==> src/rtl/vstep_pkg.sv <==
package vstep_pkg;
    typedef enum logic [2:0] {
        ST_IDLE     = 3'd0,
        ST_SETTLE   = 3'd1,
        ST_REQ_LOW  = 3'd2,
        ST_WAIT_ACK = 3'd3,
        ST_FALLBACK = 3'd4,
        ST_RUN_NOM  = 3'd5,
        ST_RUN_LOW  = 3'd6
    } vstep_st_e;

    localparam logic [1:0] OVR_FORCE0 = 2'b01;
    localparam logic [1:0] OVR_FORCE1 = 2'b10;
endpackage

==> src/rtl/vstep_decode.sv <==
module vstep_decode
    import vstep_pkg::*;
(
    input  logic       id_valid,
    input  logic       id_err,
    input  logic       id_bit,
    input  logic [1:0] ovr_sw,
    output logic       go,
    output logic       want_low
);
    logic pick;

    always_comb begin
        unique case (ovr_sw)
            OVR_FORCE0: pick = 1'b0;
            OVR_FORCE1: pick = 1'b1;
            default:    pick = id_bit;
        endcase
        go       = id_valid;
        want_low = id_valid && !id_err && pick;
    end
endmodule

==> src/rtl/vstep_cnt.sv <==
module vstep_cnt #(
    parameter int W = 8
) (
    input  logic         clk,
    input  logic         rst_n,
    input  logic         clr,
    input  logic         inc,
    output logic [W-1:0] cnt
);
    always_ff @(posedge clk or negedge rst_n) begin
        if (!rst_n)   cnt <= '0;
        else if (clr) cnt <= '0;
        else if (inc) cnt <= cnt + 1'b1;
    end

    AST_CNT_NO_WRAP: assert property (@(posedge clk) disable iff (!rst_n)
        (inc && !clr && cnt == {W{1'b1}}) |-> 1'b0) else $error("counter wrap");
endmodule

==> src/rtl/vstep_seq.sv <==
module vstep_seq
    import vstep_pkg::*;
#(
    parameter int ACK_TO     = 100000,
    parameter int SETTLE_CYC = 1024
) (
    input  logic       clk,
    input  logic       rst_n,
    input  logic       id_valid,
    input  logic       id_err,
    input  logic       id_bit,
    input  logic [1:0] ovr_sw,
    input  logic       sup_ack,
    output logic       sel_low,
    output logic       req_stb,
    output logic       clk_en,
    output logic       fault
);
    localparam int MAXC = (ACK_TO > SETTLE_CYC) ? ACK_TO : SETTLE_CYC;
    localparam int CW   = $clog2(MAXC + 1);
    localparam logic [CW-1:0] ACK_LAST = CW'(ACK_TO - 1);
    localparam logic [CW-1:0] SET_LAST = CW'(SETTLE_CYC - 1);

    vstep_st_e     st_q, st_d;
    logic          fault_q;
    logic          go, want_low;
    logic [CW-1:0] cnt;
    logic          cnt_clr, cnt_inc;

    vstep_decode u_dec (
        .id_valid (id_valid),
        .id_err   (id_err),
        .id_bit   (id_bit),
        .ovr_sw   (ovr_sw),
        .go       (go),
        .want_low (want_low)
    );

    assign cnt_clr = (st_d != st_q);
    assign cnt_inc = (st_q == ST_SETTLE) || (st_q == ST_WAIT_ACK);

    vstep_cnt #(.W(CW)) u_cnt (
        .clk   (clk),
        .rst_n (rst_n),
        .clr   (cnt_clr),
        .inc   (cnt_inc),
        .cnt   (cnt)
    );

    // next-state logic
    always_comb begin
        st_d = st_q;
        unique case (st_q)
            ST_IDLE:     if (go) st_d = want_low ? ST_REQ_LOW : ST_SETTLE;
            ST_SETTLE:   if (cnt == SET_LAST) st_d = ST_RUN_NOM;
            ST_REQ_LOW:  st_d = ST_WAIT_ACK;
            ST_WAIT_ACK: begin
                if (sup_ack)               st_d = ST_RUN_LOW;
                else if (cnt == ACK_LAST)  st_d = ST_FALLBACK;
            end
            ST_FALLBACK: st_d = ST_SETTLE;
            ST_RUN_NOM:  st_d = ST_RUN_NOM;
            ST_RUN_LOW:  st_d = ST_RUN_LOW;
            default:     st_d = ST_IDLE;
        endcase
    end

    // state register
    always_ff @(posedge clk or negedge rst_n) begin
        if (!rst_n) begin
            st_q    <= ST_IDLE;
            fault_q <= 1'b0;
        end else begin
            st_q <= st_d;
            if (st_q == ST_WAIT_ACK && st_d == ST_FALLBACK) fault_q <= 1'b1;
        end
    end

    // outputs
    always_comb begin
        sel_low = 1'b0;
        req_stb = 1'b0;
        clk_en  = 1'b0;
        unique case (st_q)
            ST_REQ_LOW:  begin sel_low = 1'b1; req_stb = 1'b1; end
            ST_WAIT_ACK: sel_low = 1'b1;
            ST_FALLBACK: req_stb = 1'b1;
            ST_RUN_NOM:  clk_en = 1'b1;
            ST_RUN_LOW:  begin sel_low = 1'b1; clk_en = 1'b1; end
            default:     ;
        endcase
        fault = fault_q;
    end

    AST_STB_ONE_CYCLE: assert property (@(posedge clk) disable iff (!rst_n)
        req_stb |=> !req_stb) else $error("strobe longer than one cycle");
    AST_LOW_NEEDS_STB: assert property (@(posedge clk) disable iff (!rst_n)
        $rose(sel_low) |-> req_stb) else $error("level change without strobe");
    AST_EN_STICKY: assert property (@(posedge clk) disable iff (!rst_n)
        clk_en |=> clk_en) else $error("clock enable dropped");
    AST_EN_NO_STB: assert property (@(posedge clk) disable iff (!rst_n)
        clk_en |-> !req_stb) else $error("request after enable");
    AST_FAULT_STICKY: assert property (@(posedge clk) disable iff (!rst_n)
        fault |=> fault) else $error("fault cleared");
    AST_NO_STEP_UP: assert property (@(posedge clk) disable iff (!rst_n)
        (!sel_low && (clk_en || fault)) |=> !sel_low) else $error("reduced level after nominal commit");
    AST_TIMEOUT_FALLBACK: assert property (@(posedge clk) disable iff (!rst_n)
        (st_q == ST_WAIT_ACK && !sup_ack && cnt == ACK_LAST) |=> (req_stb && !sel_low && fault))
        else $error("timeout without fallback");
endmodule

==> config.mk <==
export PLATFORM = sky130hd
export DESIGN_NAME = vstep_seq
export DESIGN_NICKNAME = d
export VERILOG_FILES = /design/src/rtl/vstep_pkg.sv /design/src/rtl/vstep_decode.sv /design/src/rtl/vstep_cnt.sv /design/src/rtl/vstep_seq.sv
export SDC_FILE = /design/constraint.sdc
export NUM_CORES = 1
export LEC_CHECK = 0
export BUFFER_PORTS_ARGS = -buffer_cell sky130_fd_sc_hd__buf_4
export CORE_MARGIN = 1.5
export CORE_UTILIZATION = 35
export DETAILED_ROUTE_END_ITERATION = 7
export PLACE_DENSITY_LB_ADDON = 0.2
export SETUP_SLACK_MARGIN = 0.5
export SYNTH_ARGS = -nofsm -noshare
export SYNTH_HDL_FRONTEND = slang
export SYNTH_SLANG_ARGS = --single-unit
==> constraint.sdc <==
create_clock -name clk -period 2.54 [get_ports clk]
set_input_delay 0.381 -clock clk [delete_from_list [all_inputs] [get_ports clk]]
set_output_delay 0.381 -clock clk [all_outputs]
set_load 0.03 [all_outputs]
==> out/qor.yml, run 1 <==
layout:
  area_growth_pct: 19.09
  antenna_cells: 0
  postLayoutCellArea_um2: 1499
  drive_gt1_share_pct: 20.65
  nets: 166
  stdcell_count: 201
floorplan:
  core_um2: 3390
  fp.dieW_um: 62.97
  rows: 21
  ioPinCount: 12
  dieArea_um2: 3965
  initial_utilization_pct: 37.14
  fp.dieH_um: 62.97
sta:
  rsz0062_at_grt: "no"
  holdWs_ns: 0.3451
  hold_viol: 0
  fin_worst_skew_ns: 0.001614
  worstMarginPinSlew_ns: 0.4440
  tns_ns: 0
  max_freq_mhz: 505.3
  drv_slew: 0
  fin_crit_ns: 1.979
  relSlewSlack_pct: 69.55
  final.period_utilization_pct: 77.91
  setup_violations: 0
yosys:
  ys_warn_count: 0
  synth_area_um2: 1259
  synth_area_leaders: "dfrtp_1, xor2_1, nand4_1"
  ys.flop_type: "dfrtp_1"
  synth.most_common_cell: "dfrtp_1"
  synth-async-reset-ratio_pct: 100.0
  synth_common_cells: "dfrtp_1, nand2_1, nor2_1"
  synth_top_area_share_pct: 41.75
  synth_largest_area_cell: "dfrtp_1"
  syn_area_per_cell_um2: 9.255
  synth_edf_count: 0
  ys_seq_area_share_pct: 41.75
  syn-num-nets: 146
  synth_cell_types: 41
  synth.ff_latch_count: 21
  synth_cells: 136
routing:
  drtIter0Drc: 78
  drtAntennaViolNets: 0
  routed_wl_mm: 2.787
  dr.pass1.iters: 4
  detailroute.via_count: 1090
  wire_per_inst_um: 13.87
  drc_errors: 0
  vias_per_cell: 5.423
min_path:
  hp-start: "id_err"
  hold_depth: 3
  holdPathEnd: "st_q[1]$_DFF_PN0_"
  worstHoldPathType: "input port to flop"
power:
  leakagePower_nw: 0.6005
  ir_worst_vdd_uv: 294.9
  p_per_area_nw_per_um2: 604.7
setup_path:
  worstPathMaxFanout: 15
  r2r-end: "u_cnt.cnt[16]$_DFFE_PN0P_"
  start_kind: "flop"
  r2r_cells: 5
  cp-end-kind: "flop"
  cp.arrival_ns: 2.18
  r2r_start: "u_cnt.cnt[11]$_DFFE_PN0P_"
  setup.worst_path.class: "flop to flop"
  reg2reg_slack_ns: 0.56
  worstPathRequired_ns: 2.74
placed_design:
  place.gp.congestion: 0.7920
  io_buffer_count: 11
  dp_hpwl_mm: 1.920
  placedCellCount: 190
  dpl_cell_area_um2: 1389
clock_tree:
  cts_made_buffers: 3
  clkTransAtPathRegs_ns: 0.12
  clock_latency_ns: 0.31
  ctsRootBufferMaster: "clkbuf_4"
  clock_sinks: 21
  clockBufferDepth: 2
  h-tree-depth: 1
  cts_tree: "yes"
global_route:
  grt_first_pass_wirelength_mm: 4.830
  grt-ovfl-total: 0
  antenna_found_initial: 0
  track_usage_pct: 15.06
  grt_max_degree: 22
  grt_pass1_vias: 1011
outcome:
  outcome: "completed"
run:
  cap_violations: 0
==> per-stage QoR <==
stage / total power [mW] / util, % / setup slack, ns
detailed placement: 0.7274 / 40.97 / 0.2688
CTS: 0.9023 / 43.08 / 0.5051
finish: 0.9063 / 44.22 / 0.5610
floorplan: 0.6598 / - / 0.5368
global placement: 0.7210 / 40.97 / 0.3211
global route: 0.9686 / 44.22 / 0.5047
==> repair_timing <==
action | 4_1_cts | 5_1_grt
buffers inserted | 2 | 4
hold endpoints to repair | 21 | 0
pin swaps | 2 | 0
endpoints found under the setup margin | 16 | 15
hold buffers | 1 | 0
resized for setup | 2 | 3
==> logic make-up after synthesis <==
logic type                 share of synthesized area [%]
buffers and inverters                              3.479
AOI/OAI and AO/OA                                  13.92
adders and majority gates                          1.988
and+or+nand+nor                                    28.93
muxes                                              1.591
xor gates and xnor gates                           8.350
DFF                                                41.75
==> report_power, final <==
part	total (mW)	internal, mW	switching [mW]
sequential	0.536	0.412	0.123
clock	0.168	0.0589	0.109
combinational	0.203	0.105	0.0983
==> worst max-delay path by stage <==
stage / startpoint / endpoint / slack [ns] / cells past startpoint
after detailed placement: u_cnt.cnt[11]$_DFFE_PN0P_ / u_cnt.cnt[12]$_DFFE_PN0P_ / 0.27 / 4
after CTS: u_cnt.cnt[0]$_DFFE_PN0P_ / u_cnt.cnt[16]$_DFFE_PN0P_ / 0.51 / 5
after floorplan: u_cnt.cnt[11]$_DFFE_PN0P_ / u_cnt.cnt[13]$_DFFE_PN0P_ / 0.54 / 6
final: u_cnt.cnt[11]$_DFFE_PN0P_ / u_cnt.cnt[16]$_DFFE_PN0P_ / 0.56 / 5
after global routing: u_cnt.cnt[11]$_DFFE_PN0P_ / u_cnt.cnt[16]$_DFFE_PN0P_ / 0.50 / 5
after global placement: u_cnt.cnt[11]$_DFFE_PN0P_ / u_cnt.cnt[3]$_DFFE_PN0P_ / 0.32 / 4
==> critical path, cell delays in order (launching register included) <==
cell,delay (ns)
dfrtp_2,0.45
or4_4,0.56
or4_4,0.49
a21oi_4,0.17
buf_12,0.15
a21oi_1,0.05
==> layout make-up <==
type,count,area (µm²)
fillers,319,1891
multi-input cells,106,703.2
flip-flops and latches,21,526.8
repair buffers,21,172.7
well taps,46,57.56
clock buffers,3,22.52
inverters,3,11.26
clock inverters,1,5.005
==> cells in the final DEF, fill, tap and decap left out, types with 5 or more instances in the layout <==
master   synthesis  routed
nor2_1          10      10
nor3_1           9       9
o21ai_0          5       5
buf_4            0      19
nand2_1         10      10
a21oi_1          8       8
nand4_1          8       8
xnor2_1          5       5
xor2_1           7       7
dfrtp_1         21      20
==> routing by layer <==
metal	vias to the layer above	share of wire, %	track usage (%)
met1	513	46	20.02
met5	-	0	0
met2	36	49	24.20
met3	2	5.0	4.685
met4	0	0.29	2.778
li1	539	-	-
==> state kept, by name, indices dropped and copies added, names as in the netlist <==
signal     count
u_cnt.cnt     17
fault          1
st_q           3
No activity file was read; power rests on OpenSTA's default activity.
==> run 2, diff against run 1 <==
==> constraint.sdc (replaced) <==
create_clock -name clk -period 1.9 [get_ports clk]
set_input_delay 0.285 -clock clk [delete_from_list [all_inputs] [get_ports clk]]
set_output_delay 0.285 -clock clk [all_outputs]
set_load 0.03 [all_outputs]
==> run 2 against run 1 <==
Against the previous run: clock power is 30% higher; sequential share of layout area fell by 4.8 points; routed wire length rose by 9.4%; flip-flop and latch count did not move; via count is 6.6% higher; die area did not move; critical path type unchanged; largest power group unchanged.
==> out/qor.yml, run 2 (same netlist as run 1, synthesis figures left out) <==
outcome:
  outcome: "completed"
clock_tree:
  clock_sinks: 21  # unchanged
  clkTransAtPathRegs_ns: 0.11  # about the same
  cts_tree: "yes"
  clock_latency_ns: 0.31  # about the same
  ctsRootBufferMaster: "clkbuf_4"
  cts_made_buffers: 3  # unchanged
  clockBufferDepth: 2  # unchanged
  h-tree-depth: 1  # unchanged
power:
  p_per_area_nw_per_um2: 758.0  # +25%
  leakagePower_nw: 0.7075  # +18%
  ir_worst_vdd_uv: 615.2  # +110%
  switching_share_pct: 34.42  # -2.0 points
  switchingPower_mw: 0.4528  # +37%
  p_int_mw: 0.8627  # +50%
  power_frac_seq_pct: 50.3  # -8.8 points
  p_comb_share_pct: 33.0  # +11 points
  clkPwrFrac_pct: 16.7  # -1.8 points
global_route:
  antenna_found_initial: 0  # unchanged
  grt_pass1_vias: 1153  # +14%
  grt_first_pass_wirelength_mm: 5.313  # +10%
  track_usage_pct: 16.63  # +1.6 points
  grt_max_degree: 22  # unchanged
  grt-ovfl-total: 0  # unchanged
layout:
  top_register: "u_cnt.cnt"
  area_growth_pct: 37.87
  drive_gt1_share_pct: 34.29  # +14 points
  nets: 186  # +12%
  final_common_cell: "buf_4"
  antenna_cells: 0  # unchanged
  final_cell_mix: "buf_4, dfrtp_1, buf_6"
  largest_reg_flops: 17  # unchanged
  utilization_pct: 51.20  # +7.0 points
sta:
  fin_worst_skew_ns: 0.002254  # +0.0006395 ns
  fin_crit_ns: 1.891  # -0.08823 ns
  rsz0062_at_grt: "yes"
  relSlewSlack_pct: 74.30  # +4.7 points
  setup_violations: 0  # unchanged
  tns_ns: 0  # unchanged
  holdWs_ns: 0.2541  # -0.09101 ns
  drv_slew: 0  # unchanged
  hold_viol: 0  # unchanged
  worstMarginPinSlew_ns: 0.3748  # -0.06923 ns
  max_freq_mhz: 528.9  # +4.7%
  final.period_utilization_pct: 99.52  # +22 points
setup_path:
  worstPathMaxFanout: 15  # unchanged
  cp_slowest_cell: "or4_4"
  worstPathRequired_ns: 2.10  # -0.64 ns
  critPathBufInv: 1  # unchanged
  cp_top_family: "simple AND/OR/NAND/NOR gates"
  cp-end-kind: "flop"
  cp.arrival_ns: 2.09  # -0.09 ns
  crit_chain: "or4_4 -> or4_4 -> a21oi_4 -> buf_12 -> a21oi_1"
  slowest_delay_ns: 0.56  # about the same
  crit_top_cell: "or4_4"
  setup.worst_path.class: "flop to flop"
  start_kind: "flop"
floorplan:
  fp.dieH_um: 62.97  # unchanged
  dieArea_um2: 3965  # unchanged
  ioPinCount: 12  # unchanged
  rows: 21  # unchanged
  fp.dieW_um: 62.97  # unchanged
  initial_utilization_pct: 37.14  # unchanged
  core_um2: 3390  # unchanged
run:
  cap_violations: 0  # unchanged
placed_design:
  place.gp.congestion: 0.8602  # +8.6%
  dp_hpwl_mm: 2.118  # +10%
  io_buffer_count: 11  # unchanged
routing:
  drtIter0Drc: 58  # -26%
  wire_per_inst_um: 13.80  # -0.50%
  routed_wl_mm: 3.049  # +9.4%
  vias_per_cell: 5.258  # -3.0%
  dr.pass1.iters: 4  # unchanged
  drc_errors: 0  # unchanged
  drtAntennaViolNets: 0  # unchanged
  detailroute.via_count: 1162  # +6.6%
min_path:
  worstHoldPathType: "input port to flop"
[run 2: cell types whose count changed in the layout (fill, tap and decap cells not counted), sizes merged]
cell    before  now
buf         20   40
clkbuf       3    4
clkinv       1    0
[run 2: final cells by class]
class,count,area (µm²)
fill,316,1654
multi-input combinational,106,755.7
sequential,21,526.8
timing repair buffer,41,357.8
tap,46,57.56
clock buffer,4,26.28
inverter,3,11.26
[run 2: tightest hold or removal path: cells and delay by family]
family | cells | cell delay [ns]
AO/OA/AOI/OAI | 1 | 0.12
AND/OR/NAND/NOR | 1 | 0.04
buffers and inverters | 1 | 0.08
[run 2: metrics by stage]
step | setup slack (ns) | power (mW) | cell area [µm²] | instances
after global placement | -0.05281 | 1.088 | 1558 | 210
after CTS | -0.01948 | 1.326 | 1690 | 219
after floorplan | -0.08092 | 0.8870 | 1274 | 136
after global routing | -0.06368 | 1.420 | 1735 | 221
after detailed placement | -0.07465 | 1.093 | 1558 | 210
final | 0.009209 | 1.316 | 1735 | 221
[run 2: path summary, 6_finish.rpt]
path | cells past startpoint | slack, ns | from | end
worst max-delay path | 5 | 0.009 | u_cnt.cnt[14]$_DFFE_PN0P_ | u_cnt.cnt[11]$_DFFE_PN0P_
worst min-delay path | 3 | 0.25 | id_err | st_q[1]$_DFF_PN0_
worst max register to register | 5 | 0.009 | u_cnt.cnt[14]$_DFFE_PN0P_ | u_cnt.cnt[11]$_DFFE_PN0P_
worst min register to register | 1 | 0.51 | fault$_DFFE_PN0P_ | fault$_DFFE_PN0P_
max in group asynchronous | 2 | 1.29 | rst_n | st_q[1]$_DFF_PN0_
min in group asynchronous | 2 | 0.38 | rst_n | u_cnt.cnt[13]$_DFFE_PN0P_
[run 2: timing repair]
item,CTS,global route
hold buffers,1,0
hold endpoints to repair,21,0
gates resized for setup,16,8
setup endpoints to repair,24,24
pin swaps,3,7
setup buffers,3,2
gates cloned,1,0
[run 2: layer usage]
layer  vias to the layer above  global-route usage, %  routed length [µm]  part of all wire (%)
li1                        577                      -                   -                     -
met1                       559                  22.35                1508                    49
met2                        20                  27.79                1419                    47
met3                         6                  3.243                  81                   2.7
met4                         0                  3.333                  40                   1.3
met5                         -                      0                   0                     0
[run 2: power by group through the flow]
| stage | combinational, mW | clock (mW) | sequential, mW |
|---|---|---|---|
| 5_1_grt | 0.491 | 0.244 | 0.684 |
| 2_1_floorplan | 0.232 | 0 | 0.655 |
| 3_5_place_dp | 0.423 | 0 | 0.670 |
| 6_report | 0.434 | 0.219 | 0.662 |
| 3_3_place_gp | 0.415 | 0 | 0.672 |
| 4_1_cts | 0.431 | 0.232 | 0.663 |
==> run 3, diff against run 2 <==
--- a/config.mk
+++ b/config.mk
@@ -8,7 +8,9 @@
 export BUFFER_PORTS_ARGS = -buffer_cell sky130_fd_sc_hd__buf_4
 export CORE_MARGIN = 1.5
 export CORE_UTILIZATION = 35
+export CTS_CLUSTER_SIZE = 40
 export DETAILED_ROUTE_END_ITERATION = 7
+export MAX_ROUTING_LAYER = met4
 export PLACE_DENSITY_LB_ADDON = 0.2
 export SETUP_SLACK_MARGIN = 0.5
 export SYNTH_ARGS = -nofsm -noshare
==> run 3 against run 2 <==
Against the previous run: sequential share of layout area did not move; design area did not move; first-iteration DRC count fell by 6.9%; fmax barely moved; worst setup slack improved by 0.00060 ns; power barely moved; utilization did not move; clock-buffer cell count did not move; global-route usage rose by 0.47 points; final cell count did not move; clock power barely moved.
==> out/qor.yml, run 3 (same netlist as run 1, synthesis figures left out) <==
sta:
  drv_slew: 0  # unchanged
  relSlewSlack_pct: 74.30  # unchanged
  fin_crit_ns: 1.890  # -0.0005975 ns
  worstMarginPinSlew_ns: 0.3748  # unchanged
  rsz0062_at_grt: "yes"
  final.period_utilization_pct: 99.48  # about the same
  setup_violations: 0  # unchanged
  tns_ns: 0  # unchanged
  max_freq_mhz: 529.0  # about the same
  worst_slack_ns: 0.009806  # +0.0005975 ns
  hold_viol: 0  # unchanged
  fin_worst_skew_ns: 0.002135  # -0.0001192 ns
min_path:
  worstHoldPathType: "input port to flop"
clock_tree:
  cts_tree: "yes"
  clock_latency_ns: 0.31  # about the same
  clockBufferDepth: 2  # unchanged
  h-tree-depth: 1  # unchanged
  clock_sinks: 21  # unchanged
  ctsRootBufferMaster: "clkbuf_4"
  cts_made_buffers: 3  # unchanged
  clkTransAtPathRegs_ns: 0.11  # about the same
setup_path:
  slowest_delay_ns: 0.56  # about the same
  setup.worst_path.class: "flop to flop"
  crit_top_cell: "or4_4"
  cp-end-kind: "flop"
  worstPathMaxFanout: 15  # unchanged
  cp.arrival_ns: 2.09  # about the same
  crit_chain: "or4_4 -> or4_4 -> a21oi_4 -> buf_12 -> a21oi_1"
  worstPathRequired_ns: 2.10  # about the same
  cp_slowest_cell: "or4_4"
  start_kind: "flop"
placed_design:
  dp_hpwl_mm: 2.118  # unchanged
  place.gp.congestion: 0.8740  # +1.6%
  dp_slack_ns: -0.07465  # unchanged
  io_buffer_count: 11  # unchanged
routing:
  dr.pass1.iters: 4  # unchanged
  vias_per_cell: 5.253  # about the same
  routed_wl_mm: 3.048  # about the same
  drtAntennaViolNets: 0  # unchanged
  drtIter0Drc: 54  # -6.9%
  wire_per_inst_um: 13.79  # about the same
  detailroute.via_count: 1161  # -0.086%
  drc_errors: 0  # unchanged
floorplan:
  ioPinCount: 12  # unchanged
  core_um2: 3390  # unchanged
  fp.dieW_um: 62.97  # unchanged
  rows: 21  # unchanged
  initial_utilization_pct: 37.14  # unchanged
  fp.dieH_um: 62.97  # unchanged
  dieArea_um2: 3965  # unchanged
layout:
  drive_gt1_share_pct: 34.29  # unchanged
  area_growth_pct: 37.87  # unchanged
  antenna_cells: 0  # unchanged
  final_common_cell: "buf_4"
  largest_reg_flops: 17  # unchanged
  final_cell_mix: "buf_4, dfrtp_1, buf_6"
  top_register: "u_cnt.cnt"
  nets: 186  # unchanged
run:
  cap_violations: 0  # unchanged
power:
  ir_worst_vdd_uv: 615.2  # about the same
  leakagePower_nw: 0.7075  # unchanged
  p_per_area_nw_per_um2: 757.8  # about the same
outcome:
  outcome: "completed"
global_route:
  grt_first_pass_wirelength_mm: 5.313  # unchanged
  grt_max_degree: 22  # unchanged
  track_usage_pct: 17.10  # +0.47 points
  grt_pass1_vias: 1153  # unchanged
  grt-ovfl-total: 0  # unchanged
  antenna_found_initial: 0  # unchanged
run 3: cell counts in the layout (fill, tap and decap cells not counted):
No cell type changed its count.
run 3: area by class of cell:
type	instances	area [µm²]
clock buffers	4	26.28
fillers	316	1654
inverters	3	11.26
multi-input cells	106	755.7
flip-flops and latches	21	526.8
well taps	46	57.56
repair buffers	41	357.8
run 3: critical path, delay by kind of cell, from the launching register on:
| kind | cells | cell delay [ns] |
|---|---|---|
| AO/OA/AOI/OAI | 2 | 0.21 |
| buffers and inverters | 1 | 0.15 |
| flip-flops | 1 | 0.40 |
| AND/OR/NAND/NOR | 2 | 1.02 |
run 3: path summary, 6_finish.rpt:
path                                            from                        end  slack (ns)  cells past startpoint
setup reg to reg           u_cnt.cnt[14]$_DFFE_PN0P_  u_cnt.cnt[11]$_DFFE_PN0P_        0.01                      5
setup / recovery           u_cnt.cnt[14]$_DFFE_PN0P_  u_cnt.cnt[11]$_DFFE_PN0P_        0.01                      5
min in group asynchronous                      rst_n  u_cnt.cnt[13]$_DFFE_PN0P_        0.38                      2
hold reg to reg                    fault$_DFFE_PN0P_          fault$_DFFE_PN0P_        0.51                      1
max in group asynchronous                      rst_n          st_q[1]$_DFF_PN0_        1.29                      2
hold / removal                                id_err          st_q[1]$_DFF_PN0_        0.25                      3
run 3: where the power goes:
| group | internal [mW] | switching, mW | total [mW] |
|---|---|---|---|
| clock network | 0.0820 | 0.137 | 0.219 |
| registers | 0.551 | 0.111 | 0.662 |
| logic | 0.230 | 0.204 | 0.434 |
run 3: timing repair:
item / in CTS / in global routing
cloned: 1 / 0
setup buffers: 3 / 2
hold buffers: 1 / 0
setup endpoints to repair: 24 / 24
pin swaps: 3 / 7
resized for setup: 16 / 8
hold endpoints to repair: 21 / 0
run 3: layer usage:
layer	routed length (µm)	GRT usage [%]	vias to the layer above
met5	0	-	-
met4	40	3.333	0
met1	1508	22.35	558
met2	1417	27.79	20
met3	81	3.243	6
li1	-	-	577
run 3: stage by stage:
step,power [mW],util (%),instances,hold WS [ns],instance area (µm²)
4_1_cts,1.326,49.87,219,0.2465,1690
5_1_grt,1.420,51.20,221,0.2520,1735
3_5_place_dp,1.093,45.96,210,0.1862,1558
2_1_floorplan,0.8870,-,136,-0.01059,1274
3_3_place_gp,1.088,45.96,210,0.1867,1558
6_report,1.315,51.20,221,0.2541,1735
